`config.mk`:
```
export PLATFORM = sky130hd
export DESIGN_NAME = mode_irq_ctrl
export DESIGN_NICKNAME = d
export VERILOG_FILES = /design/src/rtl/mode_irq_pkg.sv /design/src/rtl/mode_req_check.sv /design/src/rtl/mode_evt_detect.sv /design/src/rtl/mode_irq_regs.sv /design/src/rtl/mode_irq_ctrl.sv
export SDC_FILE = /design/constraint.sdc
export NUM_CORES = 1
export LEC_CHECK = 0
export BUFFER_PORTS_ARGS = -buffer_cell sky130_fd_sc_hd__buf_4
export CORE_MARGIN = 1.5
export CORE_UTILIZATION = 40
export DETAILED_ROUTE_END_ITERATION = 10
export PLACE_DENSITY_LB_ADDON = 0.05
export SETUP_SLACK_MARGIN = 0.5
export SYNTH_ARGS = -nofsm -noshare
export SYNTH_HDL_FRONTEND = slang
export SYNTH_HIERARCHICAL = 1
export SYNTH_SLANG_ARGS = --single-unit
export TNS_END_PERCENT = 20
```
`constraint.sdc`:
```
create_clock -name clk -period 1.9 [get_ports clk]
set_input_delay 0.19 -clock clk [delete_from_list [all_inputs] [get_ports clk]]
set_output_delay 0.19 -clock clk [all_outputs]
set_load 0.05 [all_outputs]
```
`src/rtl/mode_irq_pkg.sv`:
```
package mode_irq_pkg;
    localparam int MODE_W  = 4;
    localparam int NUM_SRC = 3;

    localparam int SRC_INV  = 0;
    localparam int SRC_SAFE = 1;
    localparam int SRC_MTC  = 2;

    localparam logic [MODE_W-1:0] MD_RESET = 4'd0;
    localparam logic [MODE_W-1:0] MD_TEST  = 4'd1;
    localparam logic [MODE_W-1:0] MD_SAFE  = 4'd2;
    localparam logic [MODE_W-1:0] MD_DRUN  = 4'd3;
    localparam logic [MODE_W-1:0] MD_RUN0  = 4'd4;
    localparam logic [MODE_W-1:0] MD_RUN3  = 4'd7;
    localparam logic [MODE_W-1:0] MD_HALT0 = 4'd8;
    localparam logic [MODE_W-1:0] MD_STOP0 = 4'd10;

    function automatic logic mode_known(input logic [MODE_W-1:0] m);
        return (m <= MD_RUN3) || (m == MD_HALT0) || (m == MD_STOP0);
    endfunction

    function automatic logic mode_low_power(input logic [MODE_W-1:0] m);
        return (m == MD_HALT0) || (m == MD_STOP0);
    endfunction
endpackage

```
`src/rtl/mode_req_check.sv`:
```
module mode_req_check
    import mode_irq_pkg::*;
(
    input  logic              clk,
    input  logic              rst_n,
    input  logic              req_valid,
    input  logic [MODE_W-1:0] req_mode,
    input  logic [MODE_W-1:0] cur_mode,
    input  logic              trans_busy,
    input  logic              lp_exit_fail,
    input  logic              sw_safe_req,
    output logic              tgt_valid_o,
    output logic [MODE_W-1:0] tgt_mode_o,
    output logic              inv_evt_o
);
    typedef struct packed {
        logic              vld;
        logic [MODE_W-1:0] mode;
    } chk_t;

    chk_t chk_d, chk_q;
    logic is_self;
    logic escape_ok;
    logic req_ok;
    logic take_req;

    always_comb begin
        chk_d     = chk_q;
        is_self   = (req_mode == cur_mode);
        escape_ok = (req_mode == MD_SAFE) || (req_mode == MD_RESET);
        if (is_self)
            req_ok = 1'b1;
        else if (!mode_known(req_mode) || trans_busy)
            req_ok = 1'b0;
        else if (lp_exit_fail)
            req_ok = escape_ok;
        else
            req_ok = 1'b1;
        take_req  = req_valid && !sw_safe_req;
        inv_evt_o = take_req && !req_ok;
        chk_d.vld = 1'b0;
        if (sw_safe_req) begin
            chk_d.vld  = 1'b1;
            chk_d.mode = MD_SAFE;
        end else if (take_req && req_ok) begin
            chk_d.vld  = 1'b1;
            chk_d.mode = req_mode;
        end
    end

    always_ff @(posedge clk or negedge rst_n) begin
        if (!rst_n) chk_q <= '{vld: 1'b0, mode: MD_RESET};
        else        chk_q <= chk_d;
    end

    assign tgt_valid_o = chk_q.vld;
    assign tgt_mode_o  = chk_q.mode;

    // a self request always goes through
    assert_self_ok_R1: assert property (@(posedge clk) disable iff (!rst_n)
        (req_valid && !sw_safe_req && req_mode == cur_mode)
        |=> (tgt_valid_o && tgt_mode_o == $past(req_mode)));

    // software safe strobe always targets SAFE
    assert_sw_safe_R6: assert property (@(posedge clk) disable iff (!rst_n)
        sw_safe_req |=> (tgt_valid_o && tgt_mode_o == MD_SAFE));
endmodule

```
`src/rtl/mode_evt_detect.sv`:
```
module mode_evt_detect
    import mode_irq_pkg::*;
(
    input  logic              clk,
    input  logic              rst_n,
    input  logic              hw_safe_req,
    input  logic              trans_busy,
    input  logic [MODE_W-1:0] cur_mode,
    output logic              safe_evt_o,
    output logic              mtc_evt_o
);
    typedef struct packed {
        logic hw;
        logic busy;
    } edge_t;

    edge_t edge_d, edge_q;

    always_comb begin
        edge_d.hw   = hw_safe_req;
        edge_d.busy = trans_busy;
        safe_evt_o  = hw_safe_req && !edge_q.hw;
        mtc_evt_o   = edge_q.busy && !trans_busy && !mode_low_power(cur_mode);
    end

    always_ff @(posedge clk or negedge rst_n) begin
        if (!rst_n) edge_q <= '0;
        else        edge_q <= edge_d;
    end

    // a held fault line produces no repeated event
    assert_safe_edge_R5: assert property (@(posedge clk) disable iff (!rst_n)
        (hw_safe_req && $past(hw_safe_req)) |-> !safe_evt_o);
endmodule

```
`src/rtl/mode_irq_regs.sv`:
```
module mode_irq_regs #(
    parameter int N = 3
) (
    input  logic         clk,
    input  logic         rst_n,
    input  logic [N-1:0] set_evt,
    input  logic [N-1:0] hold_clr,
    input  logic         clr_wr,
    input  logic [N-1:0] clr_data,
    input  logic         mask_wr,
    input  logic [N-1:0] mask_data,
    output logic [N-1:0] pend_o,
    output logic [N-1:0] mask_o,
    output logic         irq_o
);
    typedef struct packed {
        logic [N-1:0] pend;
        logic [N-1:0] mask;
        logic         irq;
    } irq_regs_t;

    irq_regs_t regs_d, regs_q;
    logic [N-1:0] clr_eff;

    always_comb begin
        regs_d = regs_q;
        for (int i = 0; i < N; i++) begin
            clr_eff[i]     = clr_wr && clr_data[i] && !hold_clr[i];
            regs_d.pend[i] = set_evt[i] || (regs_q.pend[i] && !clr_eff[i]);
        end
        if (mask_wr) regs_d.mask = mask_data;
        regs_d.irq = |(regs_q.pend & regs_q.mask);
    end

    always_ff @(posedge clk or negedge rst_n) begin
        if (!rst_n) regs_q <= '0;
        else        regs_q <= regs_d;
    end

    assign pend_o = regs_q.pend;
    assign mask_o = regs_q.mask;
    assign irq_o  = regs_q.irq;

    for (genvar g = 0; g < N; g++) begin : g_bit_chk
        // set beats clear
        assert_set_wins_R9: assert property (@(posedge clk) disable iff (!rst_n)
            set_evt[g] |=> pend_o[g]);
        // clear blocked while source held
        assert_hold_R7: assert property (@(posedge clk) disable iff (!rst_n)
            (pend_o[g] && hold_clr[g]) |=> pend_o[g]);
    end

    // irq follows masked pending one cycle later
    assert_irq_R10: assert property (@(posedge clk) disable iff (!rst_n)
        1'b1 |=> (irq_o == $past(|(pend_o & mask_o))));
endmodule

```
`src/rtl/mode_irq_ctrl.sv`:
```
module mode_irq_ctrl
    import mode_irq_pkg::*;
(
    input  logic              clk,
    input  logic              rst_n,
    input  logic              req_valid,
    input  logic [MODE_W-1:0] req_mode,
    input  logic [MODE_W-1:0] cur_mode,
    input  logic              trans_busy,
    input  logic              lp_exit_fail,
    input  logic              hw_safe_req,
    input  logic              sw_safe_req,
    input  logic              clr_wr,
    input  logic [NUM_SRC-1:0] clr_data,
    input  logic              mask_wr,
    input  logic [NUM_SRC-1:0] mask_data,
    output logic              tgt_valid,
    output logic [MODE_W-1:0] tgt_mode,
    output logic [NUM_SRC-1:0] pend,
    output logic [NUM_SRC-1:0] mask,
    output logic              irq
);
    logic inv_evt, safe_evt, mtc_evt;
    logic [NUM_SRC-1:0] set_vec, hold_vec;

    mode_req_check u_check (
        .clk, .rst_n, .req_valid, .req_mode, .cur_mode, .trans_busy,
        .lp_exit_fail, .sw_safe_req,
        .tgt_valid_o(tgt_valid), .tgt_mode_o(tgt_mode), .inv_evt_o(inv_evt)
    );

    mode_evt_detect u_edges (
        .clk, .rst_n, .hw_safe_req, .trans_busy, .cur_mode,
        .safe_evt_o(safe_evt), .mtc_evt_o(mtc_evt)
    );

    always_comb begin
        set_vec            = '0;
        set_vec[SRC_INV]   = inv_evt;
        set_vec[SRC_SAFE]  = safe_evt;
        set_vec[SRC_MTC]   = mtc_evt;
        hold_vec           = '0;
        hold_vec[SRC_SAFE] = hw_safe_req;
    end

    mode_irq_regs #(.N(NUM_SRC)) u_regs (
        .clk, .rst_n, .set_evt(set_vec), .hold_clr(hold_vec),
        .clr_wr, .clr_data, .mask_wr, .mask_data,
        .pend_o(pend), .mask_o(mask), .irq_o(irq)
    );

    // after failed low-power exit, non-escape targets are flagged
    assert_lp_fail_inv_R3: assert property (@(posedge clk) disable iff (!rst_n)
        (req_valid && !sw_safe_req && lp_exit_fail && req_mode != cur_mode &&
         req_mode != MD_SAFE && req_mode != MD_RESET)
        |=> (pend[SRC_INV] && !tgt_valid));

    // a rejected request never reaches the sequencer
    assert_busy_inv_R4: assert property (@(posedge clk) disable iff (!rst_n)
        (req_valid && !sw_safe_req && trans_busy && req_mode != cur_mode)
        |=> !tgt_valid);

    // completion into a run mode is recorded
    assert_mtc_set_R8: assert property (@(posedge clk) disable iff (!rst_n)
        ($fell(trans_busy) && !mode_low_power(cur_mode)) |=> pend[SRC_MTC]);

    // completion into low power is not recorded
    assert_mtc_lp_R8: assert property (@(posedge clk) disable iff (!rst_n)
        ($fell(trans_busy) && mode_low_power(cur_mode) && !pend[SRC_MTC])
        |=> !pend[SRC_MTC]);

    // software safe entry alone never raises the fault bit
    assert_sw_no_fault_R6: assert property (@(posedge clk) disable iff (!rst_n)
        (sw_safe_req && !hw_safe_req && !pend[SRC_SAFE]) |=> !pend[SRC_SAFE]);
endmodule

```
==> flow_summary.toml <==
[yosys]
yosysWarningCount = 6
synth.yosys.seq_area_share = 0.548
ys_ff_latch = 14
synth_area_um2 = 639
netlist_instances = 53
ys_top_cells_by_area = "dfrtp_1 (55%), mux2_2 (8.8%), xnor2_1 (5.5%)"
ys_types = 20
synth.top_cell.area_share = 0.548
avgSynthCellArea_um2 = 12.1
yosysTopAreaCell = "dfrtp_1"

[pwr]
p_seq_frac = 0.431
combPwrFrac = 0.301
switching_share = 0.322
p_int_uw = 536
p_total_uw = 790
p_clk_frac = 0.269
p_leak_nw = 0.465
p_switching_uw = 254
powerDensity_nw_per_um2 = 819
peakVddDrop_uv = 494

[floorplan]
io_pins = 35
rows = 14
initial_utilization = 0.424
dieHeight_um = 43.0
design.core.area_um2 = 1510
die_x_um = 43.0
dieArea_um2 = 1850

[clocking]
cts_hold_buf = 1
clk_path_buf_depth = 2
clk_latency_ns = 0.28
clkTransAtPathRegs_ns = 0.08
cts_made_buffers = 3
cts_resized = 0
clockRootBuffer = "clkbuf_4"
cts_setup_buffers = 0
htree_levels = 1
clock-sinks = 14
tritoncts = "done"

[global_route]
grt_max_degree = 15
antenna_found_initial = 0
groute.usage.overall = 0.168
grt_pass1_wl_mm = 2.21
grt_pass1_vias = 518
grt_remaining_overflow = 0

[critical_path]
cp-start-kind = "flop"
crit_arrival_ns = 0.89
crit_required_ns = 1.71
critPathTopFamily = "flip-flops"
critical_path_class = "reg -> out"
reg2reg_slack_ns = 0.97
slowest_stage = "dfrtp_1"
critPathBufInv = 1
reg2reg_depth = 2
cpPeakStageDelay_ns = 0.41
reg2reg_from = "u_regs/mask_o[1]$_DFFE_PN0P_"
endpoint_kind = "primary output"
rr_endpoint = "u_regs/irq_o$_DFF_PN0_"
cp_cell_sequence = "buf_4"
worstPathMaxFanout = 3

[layout]
layout_commonest_cell = "buf_4"
regArea_um2 = 350
final_nets = 117
fillers = 134
most-common-layout-cells = "buf_4 (34), dfrtp_1 (14), nor2_1 (6), mux2_2 (5)"
layout-drive-gt1-share = 0.495
multi_input_area_um2 = 285
diodes = 0
syn2layout_area_growth_pct = 50.9

[timing]
min_period_ns = 1.08
clock.fmax_ghz = 0.925
fin_crit_sh = 0.569
setup_viol = 0
hold_violations = 0
finalSetupTns_ns = 0
rsz0062_at_grt = "no"
fin_worst_skew_ns = 0.00546
final-max-slew-violation-count = 0

[placement]
routabilityCongestion = 0.737
port_buffers = 34

[hold_path]
min_path_cells = 1
hold_start = "hw_safe_req"
hold_end = "u_edges/edge_q[1]$_DFF_PN0_"
hp-class = "in -> reg"

[route]
vias = 517
wire_per_inst_um = 12.6
via_per_inst = 4.74
drc = 0
first_pass_iters = 4
ant_nets = 0
drtIter0Drc = 10
drt_wl_total_mm = 1.37

[job]
drv_cap = 0

[outcome]
outcome = "complete, no violations"
layer usage:
layer,part of all wire,track usage,vias up
li1,-,-,263
met1,0.41,0.187,238
met2,0.52,0.294,16
met3,0.068,0.0766,0
met4,0,0.0364,0
met5,0,0,-
state kept, by name (all words and copies together), names as in the netlist:
| name | count |
|---|---|
| u_check/tgt_mode_o | 4 |
| u_regs/mask_o | 3 |
| u_regs/pend_o | 3 |
| u_edges/edge_q | 2 |
| u_check/tgt_valid_o | 1 |
| u_regs/irq_o | 1 |
power by group through the flow:
stage | logic, mW | clock network, mW | registers (mW)
6_report | 0.238 | 0.212 | 0.340
5_1_grt | 0.252 | 0.236 | 0.345
4_1_cts | 0.240 | 0.224 | 0.341
3_5_place_dp | 0.238 | 0 | 0.347
3_3_place_gp | 0.237 | 0 | 0.347
2_1_floorplan | 0.0487 | 0 | 0.435
final cells by class:
class | instances | area share
sequential | 14 | 0.363
multi-input combinational | 38 | 0.296
timing repair buffer | 35 | 0.275
clock buffer | 4 | 0.0376
tap | 16 | 0.0208
inverter | 2 | 0.00778
worst max path at each step:
stage / cells past startpoint / slack [ns] / startpoint / end
global placement: 5 / 0.56 / req_mode[3] / u_check/tgt_mode_o[0]$_DFFE_PN0P_
CTS: 1 / 0.80 / u_regs/pend_o[1]$_DFF_PN0_ / pend[1]
finish: 1 / 0.82 / u_regs/pend_o[1]$_DFF_PN0_ / pend[1]
detailed placement: 5 / 0.54 / req_mode[2] / u_check/tgt_mode_o[3]$_DFFE_PN0P_
floorplan: 4 / 0.75 / req_mode[0] / u_check/tgt_mode_o[0]$_DFFE_PN0P_
global route: 1 / 0.77 / u_regs/pend_o[1]$_DFF_PN0_ / pend[1]
cells by family (layout without fill, tap and decap cells):
group           after synthesis  after routing  synth area share
xor+xnor                      4              4            0.0548
buf+inv                       2             41            0.0117
mux                           7              7             0.121
other cells                   1              2           0.00587
simple gates                 17             17             0.157
flops                        14             14             0.548
compound gates                8              8             0.102
cells in the mapped netlist (all sizes together):
| cell type | count |
|---|---|
| a21o | 2 |
| a21oi | 2 |
| a222oi | 1 |
| a31oi | 2 |
| conb | 1 |
| dfrtp | 14 |
| inv | 2 |
| mux2 | 6 |
| mux2i | 1 |
| nand2 | 2 |
| nand2b | 1 |
| nand3b | 1 |
| nand4 | 1 |
| nor2 | 6 |
| nor2b | 4 |
| nor3b | 2 |
| o22ai | 1 |
| xnor2 | 4 |
metrics by stage:
| stage | setup WS [ns] | hold WS, ns | std cells | utilization | cell area (um^2) |
|---|---|---|---|---|---|
| after floorplan | 0.750 | -0.106 | 54 | - | 643 |
| after global placement | 0.559 | 0.0499 | 104 | 0.610 | 918 |
| after detailed placement | 0.536 | 0.0525 | 104 | 0.610 | 918 |
| after CTS | 0.803 | 0.00617 | 109 | 0.640 | 965 |
| after global routing | 0.767 | 0.00216 | 109 | 0.640 | 965 |
| final | 0.819 | 0.0183 | 109 | 0.640 | 965 |
No activity file was read; power rests on OpenSTA's default activity.
